### config.mk
export PLATFORM = sky130hd
export DESIGN_NAME = baud_tick_gen
export DESIGN_NICKNAME = d
export VERILOG_FILES = /design/src/rtl/baud_pkg.sv /design/src/rtl/baud_cfg.sv /design/src/rtl/baud_prescale.sv /design/src/rtl/baud_accum.sv /design/src/rtl/baud_tick_gen.sv
export SDC_FILE = /design/constraint.sdc
export NUM_CORES = 1
export LEC_CHECK = 0
export BUFFER_PORTS_ARGS = -buffer_cell sky130_fd_sc_hd__buf_2
export CAP_MARGIN = 20
export CORE_MARGIN = 1.5
export CORE_UTILIZATION = 45
export CTS_CLUSTER_SIZE = 28
export DETAILED_ROUTE_END_ITERATION = 8
export GPL_ROUTABILITY_DRIVEN = 0
export PLACE_DENSITY = 0.67
export RECOVER_POWER = 100
export SLEW_MARGIN = 10
export SYNTH_ARGS = -nofsm -noshare
export SYNTH_HDL_FRONTEND = slang
export SYNTH_SLANG_ARGS = --single-unit
### constraint.sdc
create_clock -name clk -period 4.41 [get_ports clk]
set_clock_uncertainty 0.2 [all_clocks]
set_input_delay 0.441 -clock clk [delete_from_list [all_inputs] [get_ports clk]]
set_output_delay 0.441 -clock clk [all_outputs]
set_load 0.01 [all_outputs]
### src/rtl/baud_pkg.sv
package baud_pkg;

    typedef enum logic [1:0] {
        SEL_PRESCALE = 2'd0,
        SEL_NUMER    = 2'd1,
        SEL_DENOM    = 2'd2,
        SEL_UNUSED   = 2'd3
    } reg_sel_e;

    localparam int CODE_W = 3;

    // Terminal count (ratio minus one) of the prescaler for each code.
    function automatic logic [CODE_W-1:0] prescale_tc(input logic [CODE_W-1:0] code);
        logic [CODE_W-1:0] tc;
        case (code)
            3'd0:    tc = 3'd5;
            3'd1:    tc = 3'd4;
            3'd2:    tc = 3'd3;
            3'd3:    tc = 3'd2;
            3'd4:    tc = 3'd1;
            3'd6:    tc = 3'd6;
            default: tc = 3'd0;
        endcase
        return tc;
    endfunction

endpackage

### src/rtl/baud_cfg.sv
module baud_cfg
    import baud_pkg::*;
#(
    parameter int DW = 16,
    localparam int AW = DW + 1
) (
    input  logic              clk,
    input  logic              rst,
    input  logic              wr_valid,
    input  reg_sel_e          wr_sel,
    input  logic [DW-1:0]     wr_data,
    output logic [CODE_W-1:0] pre_code,
    output logic              pre_load,
    output logic              commit,
    output logic              armed,
    output logic [AW-1:0]     num_eff,
    output logic [AW-1:0]     den_eff
);
    logic          is_num, is_den;
    logic [AW-1:0] shadow;
    logic [AW-1:0] data_eff;

    assign pre_load = wr_valid && (wr_sel == SEL_PRESCALE);
    assign is_num   = wr_valid && (wr_sel == SEL_NUMER);
    assign is_den   = wr_valid && (wr_sel == SEL_DENOM);
    assign commit   = is_den && armed;
    assign data_eff = {1'b0, wr_data} + AW'(1);

    always_ff @(posedge clk) begin
        if (rst) begin
            pre_code <= 3'd5;
            shadow   <= AW'(16);
            num_eff  <= AW'(16);
            den_eff  <= AW'(1);
            armed    <= 1'b0;
        end else begin
            if (pre_load) pre_code <= wr_data[CODE_W-1:0];
            if (is_num)   shadow   <= data_eff;
            if (commit) begin
                num_eff <= shadow;
                den_eff <= data_eff;
            end
            if (wr_valid) armed <= is_num;
        end
    end
endmodule

### src/rtl/baud_prescale.sv
module baud_prescale
    import baud_pkg::*;
(
    input  logic              clk,
    input  logic              rst,
    input  logic              en,
    input  logic              restart,
    input  logic [CODE_W-1:0] code,
    output logic              strobe
);
    logic [CODE_W-1:0] cnt;
    logic [CODE_W-1:0] tc;

    assign tc     = prescale_tc(code);
    assign strobe = en && (cnt == tc);

    always_ff @(posedge clk) begin
        if (rst || !en || restart || strobe) cnt <= '0;
        else                                 cnt <= cnt + 1'b1;
    end
endmodule

### src/rtl/baud_accum.sv
module baud_accum #(
    parameter int DW = 16,
    localparam int AW = DW + 1,
    localparam int SW = AW + 1
) (
    input  logic          clk,
    input  logic          rst,
    input  logic          en,
    input  logic          strobe,
    input  logic          clear,
    input  logic [AW-1:0] num_eff,
    input  logic [AW-1:0] den_eff,
    output logic [AW-1:0] acc,
    output logic          tick
);
    logic [SW-1:0] sum;
    logic          hit;
    logic          saturate;
    logic [AW-1:0] acc_next;

    assign sum      = {1'b0, acc} + {1'b0, num_eff};
    assign hit      = sum >= {1'b0, den_eff};
    assign saturate = num_eff >= den_eff;

    always_comb begin
        acc_next = acc;
        if (strobe) begin
            if (!hit)          acc_next = sum[AW-1:0];
            else if (saturate) acc_next = '0;
            else               acc_next = AW'(sum - {1'b0, den_eff});
        end
    end

    always_ff @(posedge clk) begin
        if (rst) begin
            acc  <= '0;
            tick <= 1'b0;
        end else begin
            tick <= strobe && hit;
            if (!en || clear) acc <= '0;
            else              acc <= acc_next;
        end
    end
endmodule

### src/rtl/baud_tick_gen.sv
module baud_tick_gen
    import baud_pkg::*;
#(
    parameter int DW = 16
) (
    input  logic          clk,
    input  logic          rst,
    input  logic          uart_en,
    input  logic          wr_valid,
    input  logic [1:0]    wr_sel,
    input  logic [DW-1:0] wr_data,
    output logic          tick
);
    localparam int AW = DW + 1;

    logic [CODE_W-1:0] pre_code;
    logic              pre_load;
    logic              commit;
    logic              armed;
    logic [AW-1:0]     num_eff;
    logic [AW-1:0]     den_eff;
    logic [AW-1:0]     acc;
    logic              strobe;

    baud_cfg #(.DW(DW)) u_cfg (
        .clk      (clk),
        .rst      (rst),
        .wr_valid (wr_valid),
        .wr_sel   (reg_sel_e'(wr_sel)),
        .wr_data  (wr_data),
        .pre_code (pre_code),
        .pre_load (pre_load),
        .commit   (commit),
        .armed    (armed),
        .num_eff  (num_eff),
        .den_eff  (den_eff)
    );

    baud_prescale u_pre (
        .clk     (clk),
        .rst     (rst),
        .en      (uart_en),
        .restart (pre_load),
        .code    (pre_code),
        .strobe  (strobe)
    );

    baud_accum #(.DW(DW)) u_acc (
        .clk     (clk),
        .rst     (rst),
        .en      (uart_en),
        .strobe  (strobe),
        .clear   (commit),
        .num_eff (num_eff),
        .den_eff (den_eff),
        .acc     (acc),
        .tick    (tick)
    );
endmodule

==> out/results.ini, run 1 <==
[run_status]
outcome = complete, but fails checks
failed_checks = max-capacitance violations, max-slew violations

[global_routing]
grt_pass1_vias = 4179
grt_max_degree = 58
grt.met2_usage_pct = 33.8
antenna_found_initial = 0
grt_use_met1_pct = 28.8
top_usage_layer = met2
grt_pass1_wl_microns = 19600
overflow = 0
use_met3_pct = 3.68
track_usage_pct = 21.3

[yosys]
async_reset_ff_share_pct = 0
syn_inst = 615
synth_flop_cell = dfxtp_1
synth.yosys.seq_area_share_pct = 30.5
synth_top_area_share_pct = 30.5
synth.avg_cell_area_sq_um = 8.11
synth_enable_flop_cells = 0
synth.area.top_cells = dfxtp_1 (31%), ha_1 (13%), a21oi_1 (7.1%), a211oi_1 (4.8%), nand2_1 (4.5%)
synth_top_cell_by_area = dfxtp_1
yosysUniqueCellTypes = 50
syn-num-nets = 692
netlist_area_sq_um = 4980
synth-seq-cells = 76
yosys_warnings = 0

[routing]
wire_per_inst_microns = 15.9
ant_nets = 0
drtIter0Drc = 260
drc = 0
drt-pass1-iter-count = 4
routed_wl_microns = 12600
vias = 4493
vias_per_cell = 5.67

[clock_network]
cts_root_buf = clkbuf_8
cts-buffers-inserted = 9
cts_num_sinks = 76
clock_latency_ps = 360
clk_pin_slew_ps = 80
htree_levels = 3
cts_max_path_buffers = 2
cts_tree = done

[die]
die_area_sq_um = 11700
die_h_microns = 108
fp.coreArea_sq_um = 10800
chipWidth_microns = 108
row_count = 38
num_io_pins = 23
initial_core_util_pct = 46.0

[finish]
area_growth_syn_to_layout_pct = 15.8
layout_commonest_cell = dfxtp_1
utilization_pct = 53.2
finalNetCount = 724
drive_gt1_share_pct = 13.2
nFillCells = 1042
diodes = 0
finalInstanceArea_sq_um = 5770
final_cell_mix = dfxtp_1 (73), a21oi_1 (69), nand2_1 (60)

[critical_path]
ff2ff_setup_slack_ps = 120
end_kind = flip-flop
cp.arrival_ps = 4340
cp.required_ps = 4460
criticalPathCategory = flip-flop to flip-flop
r2r-end = u_acc.acc[10]
r2r_start = u_cfg.num_eff[1]
path_max_fanout = 8
reg2regPathDepth = 19
start_kind = flip-flop
startpoint = u_cfg.num_eff[1]
crit_path_end = u_acc.acc[10]

[pwr]
peakVddDrop_mv = 0.244
power.leakage_nw = 2.25
p_per_area_nw_per_um2 = 308

[place]
hpwl_microns = 8790
dpl_cell_area_sq_um = 5260
numPortBuffers = 22

[timing]
hold_viol = 0
worst_pin_slew_ps = 2370
fmax_ghz = 0.233
period_minus_slack_ps = 4290
slew_viol_final = 58
setup_viol = 0
finalCritPeriodShare_pct = 97.2
worst_slew_margin_rel_pct = -58.2

[min_path]
hp-start = wr_data[2]
hold_path.class = primary input to flip-flop

[run]
maxCapViolations = 1

==> Yosys cell counts (9+ instances only) <==
| master | number |
|---|---|
| xnor2_1 | 25 |
| clkbuf_1 | 19 |
| xor2_1 | 19 |
| nor3_1 | 16 |
| nand2_1 | 60 |
| o21a_1 | 10 |
| dfxtp_1 | 76 |
| nand3_1 | 12 |
| nand2b_1 | 9 |
| nor2_1 | 57 |
| a21oi_1 | 71 |
| ha_1 | 53 |
| o21ai_0 | 32 |
| a211oi_1 | 32 |
| inv_1 | 30 |
==> worst max-delay path, stage by stage, from the launching register on <==
cell,delay [ps]
dfxtp_2,370
ha_1,340
a211oi_2,330
o311ai_4,150
a211oi_2,200
buf_4,160
nand2b_1,120
a31oi_2,100
xor2_1,190
ha_1,320
and4_1,180
nand4_1,80
nor4_1,50
or4_4,530
a221oi_4,240
buf_12,160
buf_12,130
nor3_1,60
a21oi_1,160
a21oi_1,90
==> power by group <==
| group | switching [mW] | internal (mW) | total [mW] |
|---|---|---|---|
| clock network | 0.273 | 0.293 | 0.566 |
| registers | 0.0130 | 0.707 | 0.720 |
| logic | 0.264 | 0.226 | 0.490 |
| total | 0.550 | 1.23 | 1.78 |
==> cell type report <==
| type | count | area (sq um) | area share (%) |
|---|---|---|---|
| Multi-Input combinational cell | 485 | 3380 | 58.6 |
| Sequential cell | 76 | 1530 | 26.4 |
| Timing Repair Buffer | 45 | 368 | 6.37 |
| Tap cell | 140 | 175 | 3.04 |
| Clock buffer | 11 | 151 | 2.62 |
| Inverter | 30 | 113 | 1.95 |
| Clock inverter | 5 | 58.8 | 1.02 |
==> flip-flops by register name (all words and copies together) (netlist names) <==
name	count
u_acc.acc	17
u_cfg.pre_code	3
u_acc.tick	1
u_cfg.den_eff	17
u_cfg.armed	1
u_pre.cnt	3
u_cfg.num_eff	17
u_cfg.shadow	17
==> routing by layer <==
metal / wire (microns) / up-vias / share of wire, %
li1: - / 2270 / -
met1: 5920 / 2110 / 47
met2: 5830 / 99 / 46
met3: 628 / 14 / 5.0
met4: 216 / 0 / 1.7
met5: 0 / - / 0
==> per-stage QoR <==
| stage | setup TNS, ps | setup WS, ps | hold WS (ps) | cells | total power [mW] |
|---|---|---|---|---|---|
| after floorplan | 0 | 412 | 230 | 615 | 1.04 |
| after global placement | 0 | 121 | 240 | 763 | 1.12 |
| after detailed placement | 0 | 56.0 | 244 | 764 | 1.13 |
| after CTS | 0 | 33.0 | 157 | 780 | 1.69 |
| after global routing | -104 | -39.0 | 167 | 792 | 1.86 |
| final | 0 | 123 | 155 | 792 | 1.78 |
==> repair_timing <==
| item | in CTS | in global routing |
|---|---|---|
| hold buffers | 0 | 0 |
| endpoints found under the hold margin | 0 | 0 |
| setup buffers | 0 | 8 |
| endpoints found under the setup margin | 0 | 18 |
| resized for setup | 0 | 27 |
==> worst min-delay path by stage <==
stage	to	slack (ps)	depth (start not counted)
after detailed placement	u_cfg.num_eff[9]	240	2
after CTS	u_cfg.pre_code[2]	160	2
after global placement	u_cfg.num_eff[6]	240	2
final	u_cfg.pre_code[2]	160	2
after floorplan	u_pre.cnt[0]	230	1
after global routing	u_cfg.pre_code[2]	170	2
==> cell families after synthesis <==
| kind of cell | after synthesis | share of synthesized area (%) |
|---|---|---|
| simple gates | 195 | 18.3 |
| fa+ha+maj | 55 | 14.1 |
| xor+xnor | 44 | 7.73 |
| buf+inv | 54 | 4.52 |
| compound gates | 188 | 24.2 |
| mux | 3 | 0.602 |
| flops | 76 | 30.5 |
No activity file was read; power rests on OpenSTA's default activity.
==> run 2: changes to the inputs <==
--- a/config.mk
+++ b/config.mk
@@ -6,14 +6,13 @@
 export NUM_CORES = 1
 export LEC_CHECK = 0
 export BUFFER_PORTS_ARGS = -buffer_cell sky130_fd_sc_hd__buf_2
-export CAP_MARGIN = 20
+export CAP_MARGIN = 10
 export CORE_MARGIN = 1.5
-export CORE_UTILIZATION = 45
+export CORE_UTILIZATION = 33
 export CTS_CLUSTER_SIZE = 28
 export DETAILED_ROUTE_END_ITERATION = 8
 export GPL_ROUTABILITY_DRIVEN = 0
-export PLACE_DENSITY = 0.67
-export RECOVER_POWER = 100
+export PLACE_DENSITY = 0.54
 export SLEW_MARGIN = 10
 export SYNTH_ARGS = -nofsm -noshare
 export SYNTH_HDL_FRONTEND = slang
==> out/results.ini, run 2 (synthesis results as in run 1) <==
[timing]
setup_viol = 0
hold_viol = 0
finalCritPeriodShare_pct = 96.0
period_minus_slack_ps = 4230
timing.hold.ws_ps = 192
worst_pin_slew_ps = 1160
fmax_ghz = 0.236
worst_slew_margin_rel_pct = 22.4
slew_viol_final = 0

[pwr]
p_int_mw = 1.33
p_per_area_nw_per_um2 = 321
peakVddDrop_mv = 0.193
power.leakage_nw = 2.26
comb_power_share_pct = 24.3
pwr-share-clk_pct = 37.6
p_switching_mw = 0.566
seqPwrFrac_pct = 38.1
power.total_mw = 1.89
switching_share_pct = 29.9

[routing]
vias_per_cell = 5.35
vias = 4454
drtIter0Drc = 192
ant_nets = 0
drt-pass1-iter-count = 7
wire_per_inst_microns = 15.6
drc = 0
routed_wl_microns = 13000

[clock_network]
clock_latency_ps = 340
cts-buffers-inserted = 9
postCtsHoldBufs = 0
clk_pin_slew_ps = 60
cts_num_sinks = 76
htree_levels = 3
cts_tree = done
cts_root_buf = clkbuf_16
cts_max_path_buffers = 2

[global_routing]
track_usage_pct = 16.3
antenna_found_initial = 0
grt_pass1_vias = 4174
overflow = 0
grt_pass1_wl_microns = 20700
grt_max_degree = 58

[critical_path]
start_kind = flip-flop
path_max_fanout = 15
end_kind = flip-flop
cp.arrival_ps = 4290
r2r_start = u_cfg.num_eff[0]
cp.required_ps = 4470
startpoint = u_cfg.num_eff[0]
criticalPathCategory = flip-flop to flip-flop

[run_status]
outcome = completed

[die]
die_h_microns = 126
chipWidth_microns = 126
die_area_sq_um = 15900
row_count = 44
initial_core_util_pct = 34.0
num_io_pins = 23
fp.coreArea_sq_um = 14600

[finish]
drive_gt1_share_pct = 14.2
diodes = 0
nFillCells = 1513
final_cell_mix = dfxtp_1 (72), a21oi_1 (70), nand2_1 (60)
multi_input_area_sq_um = 3440
area_growth_syn_to_layout_pct = 18.5
utilization_pct = 40.3
layout_commonest_cell = dfxtp_1
finalNetCount = 721
regArea_sq_um = 1530

[min_path]
hold_path.class = primary input to flip-flop
hp-start = wr_data[2]

[run]
maxCapViolations = 0

[place]
hpwl_microns = 9190
numPortBuffers = 22

run 2: layer usage:
| metal | track usage, % | share of wire [%] | vias to the layer above |
|---|---|---|---|
| li1 | - | - | 2269 |
| met1 | 22.9 | 50 | 2070 |
| met2 | 25.5 | 45 | 99 |
| met3 | 2.08 | 3.9 | 16 |
| met4 | 6.02 | 1.9 | 0 |
| met5 | 0 | 0 | - |
run 2: power groups by stage:
stage	clock network [mW]	logic, mW	registers (mW)
final	0.713	0.460	0.721
after global routing	0.758	0.503	0.723
after CTS	0.731	0.434	0.719
after detailed placement	0	0.394	0.734
after global placement	0	0.389	0.734
after floorplan	0	0.308	0.731
run 2: layout make-up:
cell class / count / area share (%)
clock buffer: 11 / 4.28
tap: 184 / 3.90
timing repair buffer: 42 / 5.15
clock inverter: 5 / 0.593
sequential: 76 / 25.9
multi-input combinational: 485 / 58.3
inverter: 30 / 1.91
run 2: path summary, 6_finish.rpt:
| kind | endpoint | slack, ps | cells past startpoint |
|---|---|---|---|
| worst max-delay path | u_acc.acc[5] | 180 | 19 |
| worst min-delay path | u_cfg.pre_code[2] | 190 | 2 |
| worst max register to register | u_acc.acc[5] | 180 | 19 |
| worst min register to register | u_cfg.num_eff[1] | 250 | 2 |
run 2: timing repair:
item | 4_1_cts | 5_1_grt
setup buffers | 2 | 6
setup endpoints to repair | 8 | 18
gates cloned | 1 | 0
gates resized for setup | 5 | 33
pin swaps | 4 | 20
run 2: critical path, cell delays in order (launching register included):
cell and delay [ps]:
dfxtp_4 360, ha_4 150, inv_1 60, fa_2 370, nor2b_4 170, o2111ai_4 180, a31oi_4 200, o21ai_2 90
a21oi_1 170, xnor2_1 170, ha_1 280, and4_1 200, nand4_1 90, nor4_1 60, or4_4 530, a221oi_4 300
buf_6 170, buf_16 140, a21oi_1 70, a21oi_1 170
run 2: metrics by stage:
stage | setup slack [ps] | cells | cell area (sq um) | TNS, ps
detailed placement | -14.4 | 807 | 5300 | -14.4
floorplan | 412 | 615 | 4980 | 0
finish | 177 | 833 | 5910 | 0
global route | -44.0 | 833 | 5910 | -227
CTS | 22.9 | 826 | 5650 | 0
global placement | 97.8 | 807 | 5300 | 0
